==> src/rtl/fsmmin_pkg.sv <==
package fsmmin_pkg;

    typedef enum logic [1:0] {
        ST_IDLE   = 2'd0,
        ST_SCAN   = 2'd1,
        ST_COMMIT = 2'd2,
        ST_FINISH = 2'd3
    } ctrl_st_e;

endpackage

==> src/rtl/fsmmin_table.sv <==
module fsmmin_table #(
    parameter int N_MAX = 16,
    parameter int IW    = 4,
    parameter int CW    = 5
) (
    input  logic          clk,
    input  logic          rst_n,
    input  logic          wr_en,
    input  logic [IW-1:0] wr_state,
    input  logic          wr_z,
    input  logic [IW-1:0] wr_ns0,
    input  logic [IW-1:0] wr_ns1,
    input  logic          cfg_en,
    input  logic [CW-1:0] cfg_n_states,
    input  logic [IW-1:0] rd_idx,
    output logic          rd_z,
    output logic [IW-1:0] rd_ns0,
    output logic [IW-1:0] rd_ns1,
    output logic [CW-1:0] n_live,
    output logic          range_bad
);

    logic          z_q   [N_MAX];
    logic [IW-1:0] ns0_q [N_MAX];
    logic [IW-1:0] ns1_q [N_MAX];
    logic [CW-1:0] n_q;

    always_ff @(posedge clk or negedge rst_n) begin
        if (!rst_n) begin
            n_q <= '0;
            for (int i = 0; i < N_MAX; i++) begin
                z_q[i]   <= 1'b0;
                ns0_q[i] <= '0;
                ns1_q[i] <= '0;
            end
        end else begin
            if (cfg_en) begin
                n_q <= cfg_n_states;
            end
            if (wr_en) begin
                z_q[wr_state]   <= wr_z;
                ns0_q[wr_state] <= wr_ns0;
                ns1_q[wr_state] <= wr_ns1;
            end
        end
    end

    assign rd_z   = z_q[rd_idx];
    assign rd_ns0 = ns0_q[rd_idx];
    assign rd_ns1 = ns1_q[rd_idx];
    assign n_live = n_q;

    // A live row is out of range if either successor is not below the live count
    always_comb begin
        range_bad = (n_q == '0) || (n_q > CW'(N_MAX));
        for (int i = 0; i < N_MAX; i++) begin
            if (CW'(i) < n_q) begin
                if ({1'b0, ns0_q[i]} >= n_q || {1'b0, ns1_q[i]} >= n_q) begin
                    range_bad = 1'b1;
                end
            end
        end
    end

endmodule

==> src/rtl/fsmmin_classify.sv <==
module fsmmin_classify #(
    parameter int N_MAX = 16,
    parameter int IW    = 4,
    parameter int CW    = 5,
    parameter int SW    = 1 + 3 * IW
) (
    input  logic          clk,
    input  logic          rst_n,
    input  logic          clr,
    input  logic          step,
    input  logic [SW-1:0] sig,
    output logic [IW-1:0] cls_id,
    output logic [CW-1:0] cls_cnt
);

    logic [SW-1:0] key_q [N_MAX];
    logic [CW-1:0] cnt_q;
    logic [N_MAX-1:0] hit;
    logic          found;
    logic [IW-1:0] hit_id;

    // One comparator per allocated slot
    for (genvar j = 0; j < N_MAX; j++) begin : g_cmp
        assign hit[j] = (CW'(j) < cnt_q) && (key_q[j] == sig);
    end

    // Lowest matching slot wins; keys are distinct so at most one matches
    always_comb begin
        found  = 1'b0;
        hit_id = '0;
        for (int j = N_MAX - 1; j >= 0; j--) begin
            if (hit[j]) begin
                found  = 1'b1;
                hit_id = IW'(j);
            end
        end
    end

    assign cls_id  = found ? hit_id : cnt_q[IW-1:0];
    assign cls_cnt = cnt_q;

    always_ff @(posedge clk or negedge rst_n) begin
        if (!rst_n) begin
            cnt_q <= '0;
            for (int j = 0; j < N_MAX; j++) begin
                key_q[j] <= '0;
            end
        end else if (clr) begin
            cnt_q <= '0;
        end else if (step && !found) begin
            key_q[cnt_q[IW-1:0]] <= sig;
            cnt_q                <= cnt_q + CW'(1);
        end
    end

endmodule

==> src/rtl/fsmmin_ctrl.sv <==
module fsmmin_ctrl
    import fsmmin_pkg::*;
#(
    parameter int N_MAX = 16,
    parameter int IW    = 4,
    parameter int CW    = 5,
    parameter int SW    = 1 + 3 * IW
) (
    input  logic          clk,
    input  logic          rst_n,
    input  logic          start,
    input  logic          range_bad,
    input  logic [CW-1:0] n_live,
    input  logic          tbl_z,
    input  logic [IW-1:0] tbl_ns0,
    input  logic [IW-1:0] tbl_ns1,
    output logic [IW-1:0] tbl_idx,
    input  logic [IW-1:0] cls_id,
    input  logic [CW-1:0] cls_cnt,
    output logic          cls_clr,
    output logic          cls_step,
    output logic [SW-1:0] sig,
    input  logic [IW-1:0] rd_state,
    output logic [IW-1:0] rd_label,
    output logic          busy,
    output logic          done,
    output logic          error,
    output logic [CW-1:0] num_classes,
    output logic [CW-1:0] rounds
);

    ctrl_st_e      state_q, state_d;
    logic [IW-1:0] idx_q;
    logic [IW-1:0] cur_lbl_q [N_MAX];
    logic [IW-1:0] nxt_lbl_q [N_MAX];
    logic [CW-1:0] prev_cnt_q;
    logic [CW-1:0] rounds_q;
    logic [CW-1:0] classes_q;
    logic          err_q;
    logic          accept;
    logic          last_row;
    logic          settled;

    assign accept   = (state_q == ST_IDLE) && start;
    assign last_row = ({1'b0, idx_q} == (n_live - CW'(1)));
    assign settled  = (cls_cnt == prev_cnt_q);

    // State register
    always_ff @(posedge clk or negedge rst_n) begin
        if (!rst_n) begin
            state_q <= ST_IDLE;
        end else begin
            state_q <= state_d;
        end
    end

    // Transitions
    always_comb begin
        state_d = state_q;
        unique case (state_q)
            ST_IDLE: begin
                if (start) begin
                    state_d = range_bad ? ST_FINISH : ST_SCAN;
                end
            end
            ST_SCAN: begin
                if (last_row) begin
                    state_d = ST_COMMIT;
                end
            end
            ST_COMMIT: begin
                state_d = settled ? ST_FINISH : ST_SCAN;
            end
            ST_FINISH: begin
                state_d = ST_IDLE;
            end
            default: state_d = ST_IDLE;
        endcase
    end

    // Datapath
    always_ff @(posedge clk or negedge rst_n) begin
        if (!rst_n) begin
            idx_q      <= '0;
            prev_cnt_q <= '0;
            rounds_q   <= '0;
            classes_q  <= '0;
            err_q      <= 1'b0;
            for (int i = 0; i < N_MAX; i++) begin
                cur_lbl_q[i] <= '0;
                nxt_lbl_q[i] <= '0;
            end
        end else begin
            unique case (state_q)
                ST_IDLE: begin
                    if (start) begin
                        idx_q      <= '0;
                        prev_cnt_q <= CW'(1);
                        rounds_q   <= '0;
                        classes_q  <= '0;
                        err_q      <= range_bad;
                        for (int i = 0; i < N_MAX; i++) begin
                            cur_lbl_q[i] <= '0;
                            nxt_lbl_q[i] <= '0;
                        end
                    end
                end
                ST_SCAN: begin
                    nxt_lbl_q[idx_q] <= cls_id;
                    idx_q            <= idx_q + IW'(1);
                end
                ST_COMMIT: begin
                    rounds_q   <= rounds_q + CW'(1);
                    prev_cnt_q <= cls_cnt;
                    idx_q      <= '0;
                    for (int i = 0; i < N_MAX; i++) begin
                        cur_lbl_q[i] <= nxt_lbl_q[i];
                    end
                    if (settled) begin
                        classes_q <= cls_cnt;
                    end
                end
                ST_FINISH: begin
                end
                default: begin
                end
            endcase
        end
    end

    // Key: output, own label, labels of both successors
    assign tbl_idx  = idx_q;
    assign sig      = {tbl_z, cur_lbl_q[idx_q], cur_lbl_q[tbl_ns0], cur_lbl_q[tbl_ns1]};
    assign cls_clr  = accept || (state_q == ST_COMMIT);
    assign cls_step = (state_q == ST_SCAN);
    assign rd_label = cur_lbl_q[rd_state];

    // Outputs
    always_comb begin
        busy        = (state_q == ST_SCAN) || (state_q == ST_COMMIT);
        done        = (state_q == ST_FINISH);
        error       = err_q;
        num_classes = classes_q;
        rounds      = rounds_q;
    end

endmodule

==> src/rtl/fsm_minimizer.sv <==
module fsm_minimizer #(
    parameter int N_MAX = 16,
    parameter int IW    = (N_MAX > 1) ? $clog2(N_MAX) : 1,
    parameter int CW    = IW + 1
) (
    input  logic          clk,
    input  logic          rst_n,
    input  logic          cfg_en,
    input  logic [CW-1:0] cfg_n_states,
    input  logic          wr_en,
    input  logic [IW-1:0] wr_state,
    input  logic          wr_z,
    input  logic [IW-1:0] wr_ns0,
    input  logic [IW-1:0] wr_ns1,
    input  logic          start,
    input  logic [IW-1:0] rd_state,
    output logic          busy,
    output logic          done,
    output logic          error,
    output logic [CW-1:0] num_classes,
    output logic [CW-1:0] rounds,
    output logic [IW-1:0] rd_label
);

    localparam int SW = 1 + 3 * IW;

    logic          tbl_we, cfg_we;
    logic [IW-1:0] tbl_idx;
    logic          tbl_z;
    logic [IW-1:0] tbl_ns0, tbl_ns1;
    logic [CW-1:0] n_live;
    logic          range_bad;
    logic [IW-1:0] cls_id;
    logic [CW-1:0] cls_cnt;
    logic          cls_clr, cls_step;
    logic [SW-1:0] sig;

    assign tbl_we = wr_en && !busy;
    assign cfg_we = cfg_en && !busy;

    fsmmin_table #(.N_MAX(N_MAX), .IW(IW), .CW(CW)) u_table (
        .clk          (clk),
        .rst_n        (rst_n),
        .wr_en        (tbl_we),
        .wr_state     (wr_state),
        .wr_z         (wr_z),
        .wr_ns0       (wr_ns0),
        .wr_ns1       (wr_ns1),
        .cfg_en       (cfg_we),
        .cfg_n_states (cfg_n_states),
        .rd_idx       (tbl_idx),
        .rd_z         (tbl_z),
        .rd_ns0       (tbl_ns0),
        .rd_ns1       (tbl_ns1),
        .n_live       (n_live),
        .range_bad    (range_bad)
    );

    fsmmin_classify #(.N_MAX(N_MAX), .IW(IW), .CW(CW), .SW(SW)) u_classify (
        .clk     (clk),
        .rst_n   (rst_n),
        .clr     (cls_clr),
        .step    (cls_step),
        .sig     (sig),
        .cls_id  (cls_id),
        .cls_cnt (cls_cnt)
    );

    fsmmin_ctrl #(.N_MAX(N_MAX), .IW(IW), .CW(CW), .SW(SW)) u_ctrl (
        .clk         (clk),
        .rst_n       (rst_n),
        .start       (start),
        .range_bad   (range_bad),
        .n_live      (n_live),
        .tbl_z       (tbl_z),
        .tbl_ns0     (tbl_ns0),
        .tbl_ns1     (tbl_ns1),
        .tbl_idx     (tbl_idx),
        .cls_id      (cls_id),
        .cls_cnt     (cls_cnt),
        .cls_clr     (cls_clr),
        .cls_step    (cls_step),
        .sig         (sig),
        .rd_state    (rd_state),
        .rd_label    (rd_label),
        .busy        (busy),
        .done        (done),
        .error       (error),
        .num_classes (num_classes),
        .rounds      (rounds)
    );

endmodule

==> config.mk <==
export PLATFORM = sky130hd
export DESIGN_NAME = fsm_minimizer
export DESIGN_NICKNAME = d
export VERILOG_FILES = /design/src/rtl/fsmmin_pkg.sv /design/src/rtl/fsmmin_table.sv /design/src/rtl/fsmmin_classify.sv /design/src/rtl/fsmmin_ctrl.sv /design/src/rtl/fsm_minimizer.sv
export SDC_FILE = /design/constraint.sdc
export NUM_CORES = 1
export LEC_CHECK = 0
export BUFFER_PORTS_ARGS = -buffer_cell sky130_fd_sc_hd__clkbuf_2
export CAP_MARGIN = 20
export CORE_MARGIN = 2
export CORE_UTILIZATION = 35
export CTS_CLUSTER_SIZE = 30
export DETAILED_ROUTE_END_ITERATION = 10
export PLACE_DENSITY_LB_ADDON = 0.3
export SETUP_SLACK_MARGIN = 0.02
export SLEW_MARGIN = 15
export SYNTH_ARGS = -nofsm -noshare
export SYNTH_HDL_FRONTEND = slang
export SYNTH_HIERARCHICAL = 1
export SYNTH_SLANG_ARGS = --single-unit
==> constraint.sdc <==
create_clock -name clk -period 5.9 [get_ports clk]
set_input_delay 0.885 -clock clk [delete_from_list [all_inputs] [get_ports clk]]
set_output_delay 0.885 -clock clk [all_outputs]
set_load 0.01 [all_outputs]
==> results of run 1 <==
==> sequential cells by signal, indices dropped and copies added (netlist names), 16 cells and up <==
name / count
u_table/ns0_q: 64
u_classify/key_q: 208
u_table/z_q: 16
u_ctrl/nxt_lbl_q: 64
u_table/ns1_q: 64
u_ctrl/cur_lbl_q: 64
==> layer usage <==
metal / global-route usage (%) / share of wire, % / vias up
li1: - / - / 8412
met1: 25.2 / 44 / 9995
met2: 30.5 / 48 / 512
met3: 3.15 / 5.2 / 134
met4: 5.96 / 2.9 / 0
met5: 0 / 0 / -
==> report_power, final <==
group          internal (mW)  switching, mW
clock                   2.38           1.52
sequential              4.04          0.542
combinational           2.32           3.23
total                   8.74           5.29
==> through the flow <==
step / util [%] / total power [mW]
final: 39.8 / 14.0
after global routing: 39.8 / 14.9
after CTS: 39.7 / 14.1
after detailed placement: 37.1 / 10.1
after global placement: 37.1 / 9.96
after floorplan: - / 8.25
==> worst max-delay path: cells and delay by family, from the launching register on <==
family / cells / cell delay, ns
AO/OA/AOI/OAI: 2 / 0.46
XOR/XNOR: 1 / 0.18
buffers and inverters: 4 / 0.73
flip-flops: 1 / 0.51
multiplexers: 5 / 2.57
AND/OR/NAND/NOR: 5 / 1.10
==> cells by family (layout without fill, tap and decap cells) <==
logic type      Yosys count  in the layout  synth area share [%]
flops                   512            512                  44.3
mux                     471            471                  23.2
compound gates          363            363                  9.55
simple gates            326            326                  6.16
buf+inv                 230            299                  4.23
xor+xnor                225            225                  6.81
fa+ha+maj               134            134                  5.79
==> path summary, 6_finish.rpt <==
check	from	end	slack [ns]	depth (start not counted)
worst max-delay path	u_ctrl/tbl_idx[0]	u_ctrl/nxt_lbl_q[52]	0.19	17
worst min-delay path	rst_n	u_ctrl/rounds[0]	0.22	1
worst max register to register	u_ctrl/tbl_idx[0]	u_ctrl/nxt_lbl_q[52]	0.19	17
worst min register to register	u_table/z_q[1]	u_table/z_q[1]	0.51	1
max in group asynchronous	rst_n	u_ctrl/nxt_lbl_q[59]	4.19	2
min in group clk	cfg_n_states[2]	u_table/n_live[2]	0.48	3
==> cells in the final DEF (no fill, tap or decap), types with 59 or more instances in the layout <==
cell type and instances:
xnor2_1 154, mux2_2 330, inv_1 59, a22o_1 202
ha_1 133, dfrtp_1 510, xor2_1 70, nor2_1 62
nand2_1 67, mux4_2 125, o21ai_0 71, buf_4 63
==> repair_timing <==
| item | CTS | global route |
|---|---|---|
| setup buffers | 1 | 6 |
| cloned | 0 | 0 |
| resized for setup | 0 | 4 |
| setup endpoints to repair | 30 | 110 |
==> layout make-up <==
class / instances / area [um^2]
clock buffer: 76 / 1630
clock inverter: 31 / 449
fill: 7773 / 49300
inverter: 59 / 221
multi-input combinational: 1519 / 14900
sequential: 512 / 12800
tap: 1070 / 1340
timing repair buffer: 133 / 1220
==> impl_metrics.json, run 1 <==
{
  "cp_slowest_cell": "or4_4",
  "io_pins": 44,
  "hold_viol": 0,
  "worstPathMaxFanout": 32,
  "drtAntennaViolNets": 0,
  "netlist_top_cells_count": "dfrtp_1, mux2_2, a22o_1",
  "dieHeight_um": 292,
  "crit_arrival_ns": 6.21,
  "maxSlewHeadroom_pct": 20.0,
  "max_stage_delay_ns": 0.57,
  "cts_buffer_depth": 3,
  "nets": 2443,
  "cts_max_level": 2,
  "pre_cts_ws_ns": -0.111,
  "grt_first_pass_wirelength_um": 124000,
  "start_kind": "flip-flop",
  "rows": 105,
  "path_clk_slew_ns": 0.06,
  "ys_async_sr_fraction_pct": 100,
  "synthFlopType": "dfrtp_1",
  "avgSynthCellArea_um2": 12.8,
  "die_w_um": 292,
  "worst_slack_ns": 0.192,
  "fin_crit_sh_pct": 96.8,
  "diodes": 0,
  "grt_max_degree": 179,
  "drt-initial-drc-count": 1375,
  "p_leak_nw": 15.0,
  "hold_class": "in2async",
  "peakVddDrop_v": 0.000384,
  "rsz0062_at_grt": "false",
  "place_area_um2": 30500,
  "placed_cells": 3286,
  "portBuffers": 43,
  "power_density_nw_per_um2": 430,
  "vias": 19100,
  "fmax_mhz": 175,
  "postLayoutCellArea_um2": 32600,
  "grt_antenna_before_repair": 0,
  "cp_cell_sequence": "buf_8 -> mux4_2 -> mux4_2 -> buf_12 -> mux4_2 -> mux4_2 -> buf_12 -> xor2_1 -> nor4_1 -> buf_4 -> nand4_1 -> nand2b_1 -> or4_4 -> nor2_8 -> mux2_2 -> a22o_1 -> a22o_1",
  "worstSetupPathType": "reg2reg",
  "synth_top_area_share_pct": 44.3,
  "clock_sinks": 512,
  "grt.overflow.total": 0,
  "crit_path_frequent_cell": "mux4_2",
  "coreArea_um2": 82000,
  "die_area_um2": 85000,
  "grt_pass1_vias": 20000,
  "endpoint_kind": "flip-flop",
  "synth_top_cell_by_area": "dfrtp_1",
  "synth_most_common_cell": "dfrtp_1",
  "yosys_warnings": 6,
  "synth.area.top_cells": "dfrtp_1, mux2_2, mux4_2",
  "clk_latency_ns": 0.63,
  "maxCapViolCount": 0,
  "synth-seq-cells": 512,
  "start_util_pct": 35.3,
  "synth.distinct_cells": 65,
  "vias_per_cell": 5.60,
  "cts_made_buffers": 57,
  "whs_ns": 0.224,
  "syn_to_final_growth_pct": 12.8,
  "wl_um": 78900,
  "synth_nets": 2422,
  "cts_tree": "built",
  "drc_errors": 0,
  "hold_buffers": 0,
  "netlist_area_um2": 28900,
  "synth_edf_count": 0,
  "min_period_ns": 5.71,
  "seq_area_frac_synth_pct": 44.3,
  "grt.total_usage_pct": 18.6,
  "drt-wirelength-per-cell_um": 23.2,
  "worstPathRequired_ns": 6.41,
  "cts_root_buffer": "clkbuf_16",
  "syn_inst": 2261,
  "drive_gt1_share_pct": 30.8,
  "fin_cells": 3400,
  "fin_setup_tns_ns": 0,
  "worst-slew-pin-transition_ns": 1.20,
  "status": "completed",
  "skew_ns": 0.0319,
  "dp_hpwl_um": 52200,
  "setup_viol": 0,
  "gp_congestion": 0.853,
  "final_max_slew_viol_count": 0,
  "dr.pass1.iters": 5
}
Power figures use the tool's default switching activity.
==> run 2: changes to the inputs <==
--- a/config.mk
+++ b/config.mk
@@ -5,6 +5,7 @@
 export SDC_FILE = /design/constraint.sdc
 export NUM_CORES = 1
 export LEC_CHECK = 0
+export ABC_AREA = 1
 export BUFFER_PORTS_ARGS = -buffer_cell sky130_fd_sc_hd__clkbuf_2
 export CAP_MARGIN = 20
 export CORE_MARGIN = 2
@@ -12,6 +13,7 @@
 export CTS_CLUSTER_SIZE = 30
 export DETAILED_ROUTE_END_ITERATION = 10
 export PLACE_DENSITY_LB_ADDON = 0.3
+export RECOVER_POWER = 50
 export SETUP_SLACK_MARGIN = 0.02
 export SLEW_MARGIN = 15
 export SYNTH_ARGS = -nofsm -noshare
==> constraint.sdc (replaced) <==
create_clock -name clk -period 4.8 [get_ports clk]
set_input_delay 0.72 -clock clk [delete_from_list [all_inputs] [get_ports clk]]
set_output_delay 0.72 -clock clk [all_outputs]
set_load 0.01 [all_outputs]
==> run 2 against run 1 <==
  * The flow now finishes with violations (max-capacitance violations, max-slew violations, negative setup slack)
  * Sequential share of layout area is 2.1 points lower
  * Via count is 33% higher
  * Synthesized cell count is 59% higher
  * Critical path type unchanged
  * Largest power group unchanged
==> impl_metrics.json, run 2 <==
{
  "status": "finished, violations left",
  "violations": "max-capacitance violations, max-slew violations, negative setup slack",
  "p_leak_nw": 15.9,
  "top_register": "u_classify/key_q",
  "worst-slew-pin-transition_ns": 3.68,
  "pre_cts_ws_ns": -0.228,
  "layout_common_cells": "nand2_1, dfrtp_1, o21ai_0, inv_1, buf_4",
  "p_sw_mw": 12.7,
  "synth_top_cell_by_area": "dfrtp_1",
  "endpoint_kind": "flip-flop",
  "clkPwrFrac_pct": 16.9,
  "grt_max_degree": 109,
  "drc_errors": 0,
  "power_frac_seq_pct": 21.2,
  "dr.pass1.iters": 5,
  "drt-wirelength-per-cell_um": 19.4,
  "fmax_mhz": 204,
  "mostFrequentLayoutCell": "nand2_1",
  "synth.area.top_cells": "dfrtp_1, nand2_1, o21ai_0",
  "crit_start": "u_ctrl/tbl_idx[1]",
  "cts_made_buffers": 58,
  "min_to": "u_table/n_live[0]",
  "ys_async_sr_fraction_pct": 100,
  "synthFlopType": "dfrtp_1",
  "crit_arrival_ns": 5.41,
  "regArea_um2": 12800,
  "p_comb_share_pct": 61.9,
  "maxSlewHeadroom_pct": -145,
  "cts_tree": "built",
  "avgSynthCellArea_um2": 8.07,
  "setup_viol": 182,
  "cts_buffer_depth": 3,
  "worst-path-buf-inv": 9,
  "swShare_pct": 46.7,
  "cts_max_level": 2,
  "vias_per_cell": 5.23,
  "final_max_slew_viol_count": 58,
  "drt-initial-drc-count": 2372,
  "r2r_slack_ns": -0.10,
  "drtAntennaViolNets": 0,
  "grt.total_usage_pct": 21.6,
  "fin_cells": 4854,
  "skew_ns": 0.0517,
  "r2r_cells": 28,
  "coreArea_um2": 82200,
  "hold_buffers": 0,
  "drive_gt1_share_pct": 14.0,
  "max_stage_delay_ns": 0.54,
  "synth.distinct_cells": 54,
  "synth-seq-cells": 512,
  "clk_latency_ns": 0.65,
  "synth_edf_count": 0,
  "p_int_mw": 14.6,
  "netlist_area_um2": 29100,
  "die_area_um2": 85400,
  "r2r_end": "u_classify/key_q[32]",
  "portBuffers": 43,
  "hold_path_depth": 3,
  "cts_root_buffer": "clkbuf_16",
  "grt_first_pass_wirelength_um": 145000,
  "start_kind": "flip-flop",
  "hold_path.startpoint": "cfg_n_states[0]",
  "worstPathRequired_ns": 5.31,
  "largest_register_ffs": 208,
  "seq_area_frac_synth_pct": 44.0,
  "rows": 105,
  "fin_crit_sh_pct": 102,
  "synth_most_common_cell": "nand2_1",
  "grt_pass1_vias": 24100,
  "cpLargestDelayFamily": "simple AND/OR/NAND/NOR gates",
  "hold_viol": 0,
  "placed_cells": 4718,
  "die_w_um": 292,
  "synth_nets": 3766,
  "synth_top_area_share_pct": 44.0,
  "grt.overflow.total": 0,
  "grt_antenna_before_repair": 0,
  "whs_ns": 0.291,
  "peakVddDrop_v": 0.000798,
  "worstPathMaxFanout": 9,
  "wl_um": 93900,
  "gp_congestion": 0.963,
  "worst_slack_ns": -0.102,
  "netlist_top_cells_count": "nand2_1, dfrtp_1, o21ai_0",
  "start_util_pct": 35.4,
  "cp_slowest_cell": "dfrtp_2",
  "syn_inst": 3605,
  "yosys_warnings": 6,
  "dp_hpwl_um": 63700,
  "power_density_nw_per_um2": 790,
  "maxCapViolCount": 1,
  "hold_class": "in2reg",
  "fin_setup_tns_ns": -8.29,
  "min_period_ns": 4.90,
  "r2r-start": "u_ctrl/tbl_idx[1]",
  "fill_cells": 8141,
  "total_power_mw": 27.3,
  "worstSetupPathType": "reg2reg",
  "path_clk_slew_ns": 0.07,
  "vias": 25400,
  "io_pins": 44,
  "syn_to_final_growth_pct": 18.6,
  "dieHeight_um": 292,
  "clock_sinks": 512,
  "nets": 3898,
  "multi_input_area_um2": 14100,
  "rsz0062_at_grt": "true"
}
[run 2: changes by cell type in the layout (fill, tap and decap cells not counted), sizes merged, moves of 71 or more]
cell	change
a22o	-198
a21oi	+133
o21ai	+521
xnor2	-83
inv	+318
nor2	+71
nand2	+839
mux2	-338
o22ai	+123
buf	+131
nand3	+72
o211ai	+75
mux4	-125
[run 2: logic make-up (layout without fill, tap and decap cells)]
| kind of cell | Yosys count | in the layout | synth area share [%] |
|---|---|---|---|
| compound gates | 994 | 994 | 19.1 |
| xor+xnor | 115 | 115 | 3.46 |
| fa+ha+maj | 134 | 134 | 5.76 |
| buf+inv | 585 | 763 | 8.68 |
| flops | 512 | 512 | 44.0 |
| mux | 29 | 29 | 1.00 |
| other cells | 0 | 1 | 0 |
| simple gates | 1236 | 1236 | 17.9 |
[run 2: worst max path at each step]
stage / end / slack (ns) / cells past startpoint
after floorplan: u_classify/key_q[176] / 0.73 / 31
after CTS: u_classify/key_q[22] / -0.002 / 29
after detailed placement: u_ctrl/nxt_lbl_q[57] / -0.23 / 30
after global placement: u_ctrl/nxt_lbl_q[25] / -0.24 / 30
after global routing: u_ctrl/nxt_lbl_q[4] / -0.26 / 39
final: u_classify/key_q[32] / -0.10 / 28
[run 2: power groups by stage]
stage	clock network [mW]	logic (mW)	registers, mW
after floorplan	0	8.99	5.65
after global placement	0	15.1	5.82
after detailed placement	0	15.2	5.84
after CTS	4.71	15.7	5.77
after global routing	4.88	18.3	5.87
final	4.61	16.9	5.77
[run 2: metrics by stage]
stage	utilization [%]	area, um^2
2_1_floorplan	-	29100
3_3_place_gp	38.5	31600
3_5_place_dp	38.5	31600
4_1_cts	41.2	33900
5_1_grt	42.0	34500
6_report	42.0	34500
[run 2: cell type report]
type	count	area share (%)
antenna	1	0.00725
clock buffer	88	5.03
clock inverter	18	0.707
inverter	382	4.18
multi-input combinational	2508	40.9
sequential	512	37.1
tap	1070	3.88
timing repair buffer	275	8.20
[run 2: metal layers]
| metal | track usage, % | share of wire, % | routed length [um] | vias to the layer above |
|---|---|---|---|---|
| met4 | 5.38 | 2.5 | 2320 | 0 |
| li1 | - | - | - | 12300 |
| met3 | 3.38 | 6.5 | 6100 | 144 |
| met2 | 33.9 | 45 | 42300 | 801 |
| met1 | 30.9 | 46 | 43200 | 12200 |
| met5 | 0 | 0 | 0 | - |
[run 2: repair_timing]
item                                    4_1_cts  5_1_grt
hold endpoints to repair                      0        0
cloned                                        3        9
setup buffers                                 7       11
pin swaps                                    14       42
gates resized for setup                      42       99
endpoints found under the setup margin      258      277
[run 2: worst register-to-register path: cells and delay by family, from the launching register on]
family	cells	cell delay, ns
and+or+nand+nor	16	2.01
buffers and inverters	9	1.58
AOI/OAI and AO/OA	3	0.62
DFF	1	0.54
==> run 3: changes to the inputs <==
--- a/config.mk
+++ b/config.mk
@@ -18,5 +18,4 @@
 export SLEW_MARGIN = 15
 export SYNTH_ARGS = -nofsm -noshare
 export SYNTH_HDL_FRONTEND = slang
-export SYNTH_HIERARCHICAL = 1
 export SYNTH_SLANG_ARGS = --single-unit
==> run 3 against run 2 <==
  * The run ends with max-capacitance violations, max-slew violations left
  * Wire length increased by 0.21%
  * Clock power about the same
  * Combinational power fell by 9%
  * Sequential cell count is the same
  * Cell area decreased by 3.3%
  * Clock skew fell by 0.013 ns
  * Clock-buffer cell count is 9 lower
  * Global-route usage decreased by 0.56 points
  * Critical endpoint is now u_classify.key_q[92]
  * Largest power group unchanged
  * Highest routed layer unchanged
==> impl_metrics.json, run 3 <==
{
  "cts_made_buffers": 58,
  "power_frac_seq_pct": 22.4,
  "regArea_um2": 12800,
  "io_pins": 44,
  "cpLargestDelayFamily": "simple AND/OR/NAND/NOR gates",
  "ys_async_sr_fraction_pct": 100,
  "hold_buffers": 0,
  "synth_compound_area_share_pct": 17.7,
  "top_register": "u_classify.key_q",
  "dp_hpwl_um": 60500,
  "gp_congestion": 0.934,
  "fill_cells": 8377,
  "endpoint_kind": "flip-flop",
  "synth_top_family_by_area": "simple AND/OR/NAND/NOR gates",
  "nets": 3800,
  "avgSynthCellArea_um2": 8.11,
  "grt_first_pass_wirelength_um": 141000,
  "dr.pass1.iters": 6,
  "grt_antenna_before_repair": 0,
  "synth_edf_count": 0,
  "hold_class": "in2reg",
  "start_kind": "flip-flop",
  "layout_common_cells": "nand2_1, dfrtp_1, o21ai_0, inv_1, nand3_1",
  "syn_inst": 3588,
  "power_density_nw_per_um2": 771,
  "synth.distinct_cells": 65,
  "clock_sinks": 512,
  "p_leak_nw": 15.2,
  "synth_most_common_cell": "nand2_1",
  "worst-slew-pin-transition_ns": 3.98,
  "synth-seq-cells": 512,
  "synth_adder_area_share_pct": 5.85,
  "netlist_area_um2": 29100,
  "seq_area_frac_synth_pct": 44.1,
  "grt.overflow.total": 0,
  "place_area_um2": 30800,
  "largest_register_ffs": 208,
  "worstPathRequired_ns": 5.31,
  "final_max_slew_viol_count": 74,
  "cts_root_buffer": "clkbuf_16",
  "min_period_ns": 4.60,
  "vias": 25400,
  "worstPathMaxFanout": 17,
  "synthFlopType": "dfrtp_1",
  "cts_buffer_depth": 3,
  "crit_arrival_ns": 5.11,
  "vias_per_cell": 5.34,
  "peakVddDrop_v": 0.000934,
  "path_clk_slew_ns": 0.06,
  "rows": 105,
  "max_stage_delay_ns": 0.54,
  "drt-wirelength-per-cell_um": 19.8,
  "p_comb_share_pct": 59.7,
  "yosys_warnings": 0,
  "fin_crit_sh_pct": 95.9,
  "grt.total_usage_pct": 21.0,
  "worst-path-buf-inv": 6,
  "rsz0062_at_grt": "true",
  "maxSlewHeadroom_pct": -165,
  "p_int_mw": 13.6,
  "syn_to_final_growth_pct": 14.7,
  "clk_latency_ns": 0.64,
  "synth_nets": 3751,
  "grt_max_degree": 111,
  "coreArea_um2": 82200,
  "setup_viol": 0,
  "swShare_pct": 47.2,
  "status": "finished, violations left",
  "postLayoutCellArea_um2": 33400,
  "fmax_mhz": 217,
  "total_power_mw": 25.7,
  "grt_pass1_vias": 23600,
  "drc_errors": 0,
  "synth_top_area_share_pct": 44.1,
  "synth-simple-area-share_pct": 20.8,
  "drive_gt1_share_pct": 10.1,
  "worstSetupPathType": "reg2reg",
  "mostFrequentLayoutCell": "nand2_1",
  "netlist_top_cells_count": "nand2_1, dfrtp_1, o21ai_0",
  "maxCapViolCount": 1,
  "synth_top_cell_by_area": "dfrtp_1",
  "portBuffers": 43,
  "synth_xor_area_share_pct": 3.52,
  "p_sw_mw": 12.1,
  "violations": "max-capacitance violations, max-slew violations",
  "wl_um": 94100,
  "start_util_pct": 35.4,
  "drt-initial-drc-count": 2523,
  "crit_path_frequent_cell": "nand2_1",
  "cts_tree": "built",
  "cp_slowest_cell": "dfrtp_4",
  "hold_viol": 0,
  "skew_ns": 0.0391,
  "dieHeight_um": 292,
  "multi_input_area_um2": 14200,
  "drtAntennaViolNets": 0,
  "synth.area.top_cells": "dfrtp_1, nand2_1, o21ai_0",
  "die_w_um": 292,
  "die_area_um2": 85400,
  "synthMuxAreaShare_pct": 0.0344,
  "clkPwrFrac_pct": 17.9,
  "diodes": 0,
  "cts_max_level": 2
}
==> run 3: cell types whose count changed after synthesis, sizes merged, moves of 20 or more <==
cell / delta
o21ai: -24
a21oi: -40
inv: -78
o211ai: -57
mux2i: -27
a21boi: +20
nand2: +73
o22ai: -45
o21a: +29
nand3: +86
==> run 3: timing repair <==
action                     in CTS  in global routing
setup endpoints to repair       8                241
pin swaps                       1                  9
cloned                          0                 16
setup buffers                   2                 16
hold endpoints to repair        0                  0
gates resized for setup         0                 48
==> run 3: final cells by class <==
cell class / count / area share (%)
Sequential cell: 512 / 38.4
Multi-Input combinational cell: 2587 / 42.5
Inverter: 303 / 3.51
Tap cell: 1070 / 4.01
Clock inverter: 25 / 0.915
Clock buffer: 79 / 4.86
Timing Repair Buffer: 175 / 5.77
==> run 3: through the flow <==
stage / setup slack [ns] / TNS, ns / cells / utilization, % / hold slack (ns)
4_1_cts: 0.153 / 0 / 4719 / 39.8 / 0.0920
2_1_floorplan: 1.11 / 0 / 3588 / - / 0.424
3_5_place_dp: 0.0277 / 0 / 4613 / 37.5 / 0.466
3_3_place_gp: 0.0800 / 0 / 4612 / 37.4 / 0.461
6_report: 0.196 / 0 / 4751 / 40.6 / 0.345
5_1_grt: -0.00323 / -0.00963 / 4751 / 40.6 / 0.347
==> run 3: cells by family (layout without fill, tap and decap cells) <==
logic type / Yosys count / in the layout
flip-flops: 512 / 512
AND/OR/NAND/NOR: 1411 / 1419
AO/OA/AOI/OAI: 914 / 914
multiplexers: 1 / 1
buffers and inverters: 497 / 582
adder cells (fa/ha/maj): 136 / 136
XOR/XNOR: 117 / 117
==> run 3: power groups by stage <==
| stage | sequential [mW] | combinational, mW | clock, mW |
|---|---|---|---|
| 2_1_floorplan | 5.64 | 9.25 | 0 |
| 3_3_place_gp | 5.79 | 13.9 | 0 |
| 3_5_place_dp | 5.80 | 14.0 | 0 |
| 4_1_cts | 5.73 | 14.1 | 4.68 |
| 5_1_grt | 5.84 | 16.7 | 4.85 |
| 6_report | 5.76 | 15.4 | 4.59 |
==> run 3: path summary, 6_finish.rpt <==
path	start	endpoint	slack [ns]	depth (start not counted)
setup / recovery	u_ctrl.tbl_idx[0]	u_classify.key_q[92]	0.20	25
hold / removal	cfg_n_states[1]	u_table.n_live[1]	0.34	3
setup reg to reg	u_ctrl.tbl_idx[0]	u_classify.key_q[92]	0.20	25
hold reg to reg	u_ctrl.nxt_lbl_q[60]	u_ctrl.nxt_lbl_q[60]	0.48	2
max in group asynchronous	rst_n	u_classify.key_q[139]	0.74	2
min in group asynchronous	rst_n	u_ctrl.rounds[1]	1.59	1
==> run 3: metal layers <==
layer  vias to the layer above  routed length [um]  part of all wire, %  global-route usage (%)
met1                     12300               43800                   46                    30.6
met3                       163                5870                  6.2                    2.75
met5                         -                   0                    0                       0
met2                       820               41700                   44                    32.4
met4                         0                2800                  3.0                    6.33
li1                      12100                   -                    -                       -
==> run 3: worst min-delay path, delay by kind of cell <==
kind,cells,cell delay [ns]
AOI/OAI and AO/OA,1,0.10
buffers and inverters,1,0.08
and+or+nand+nor,1,0.04
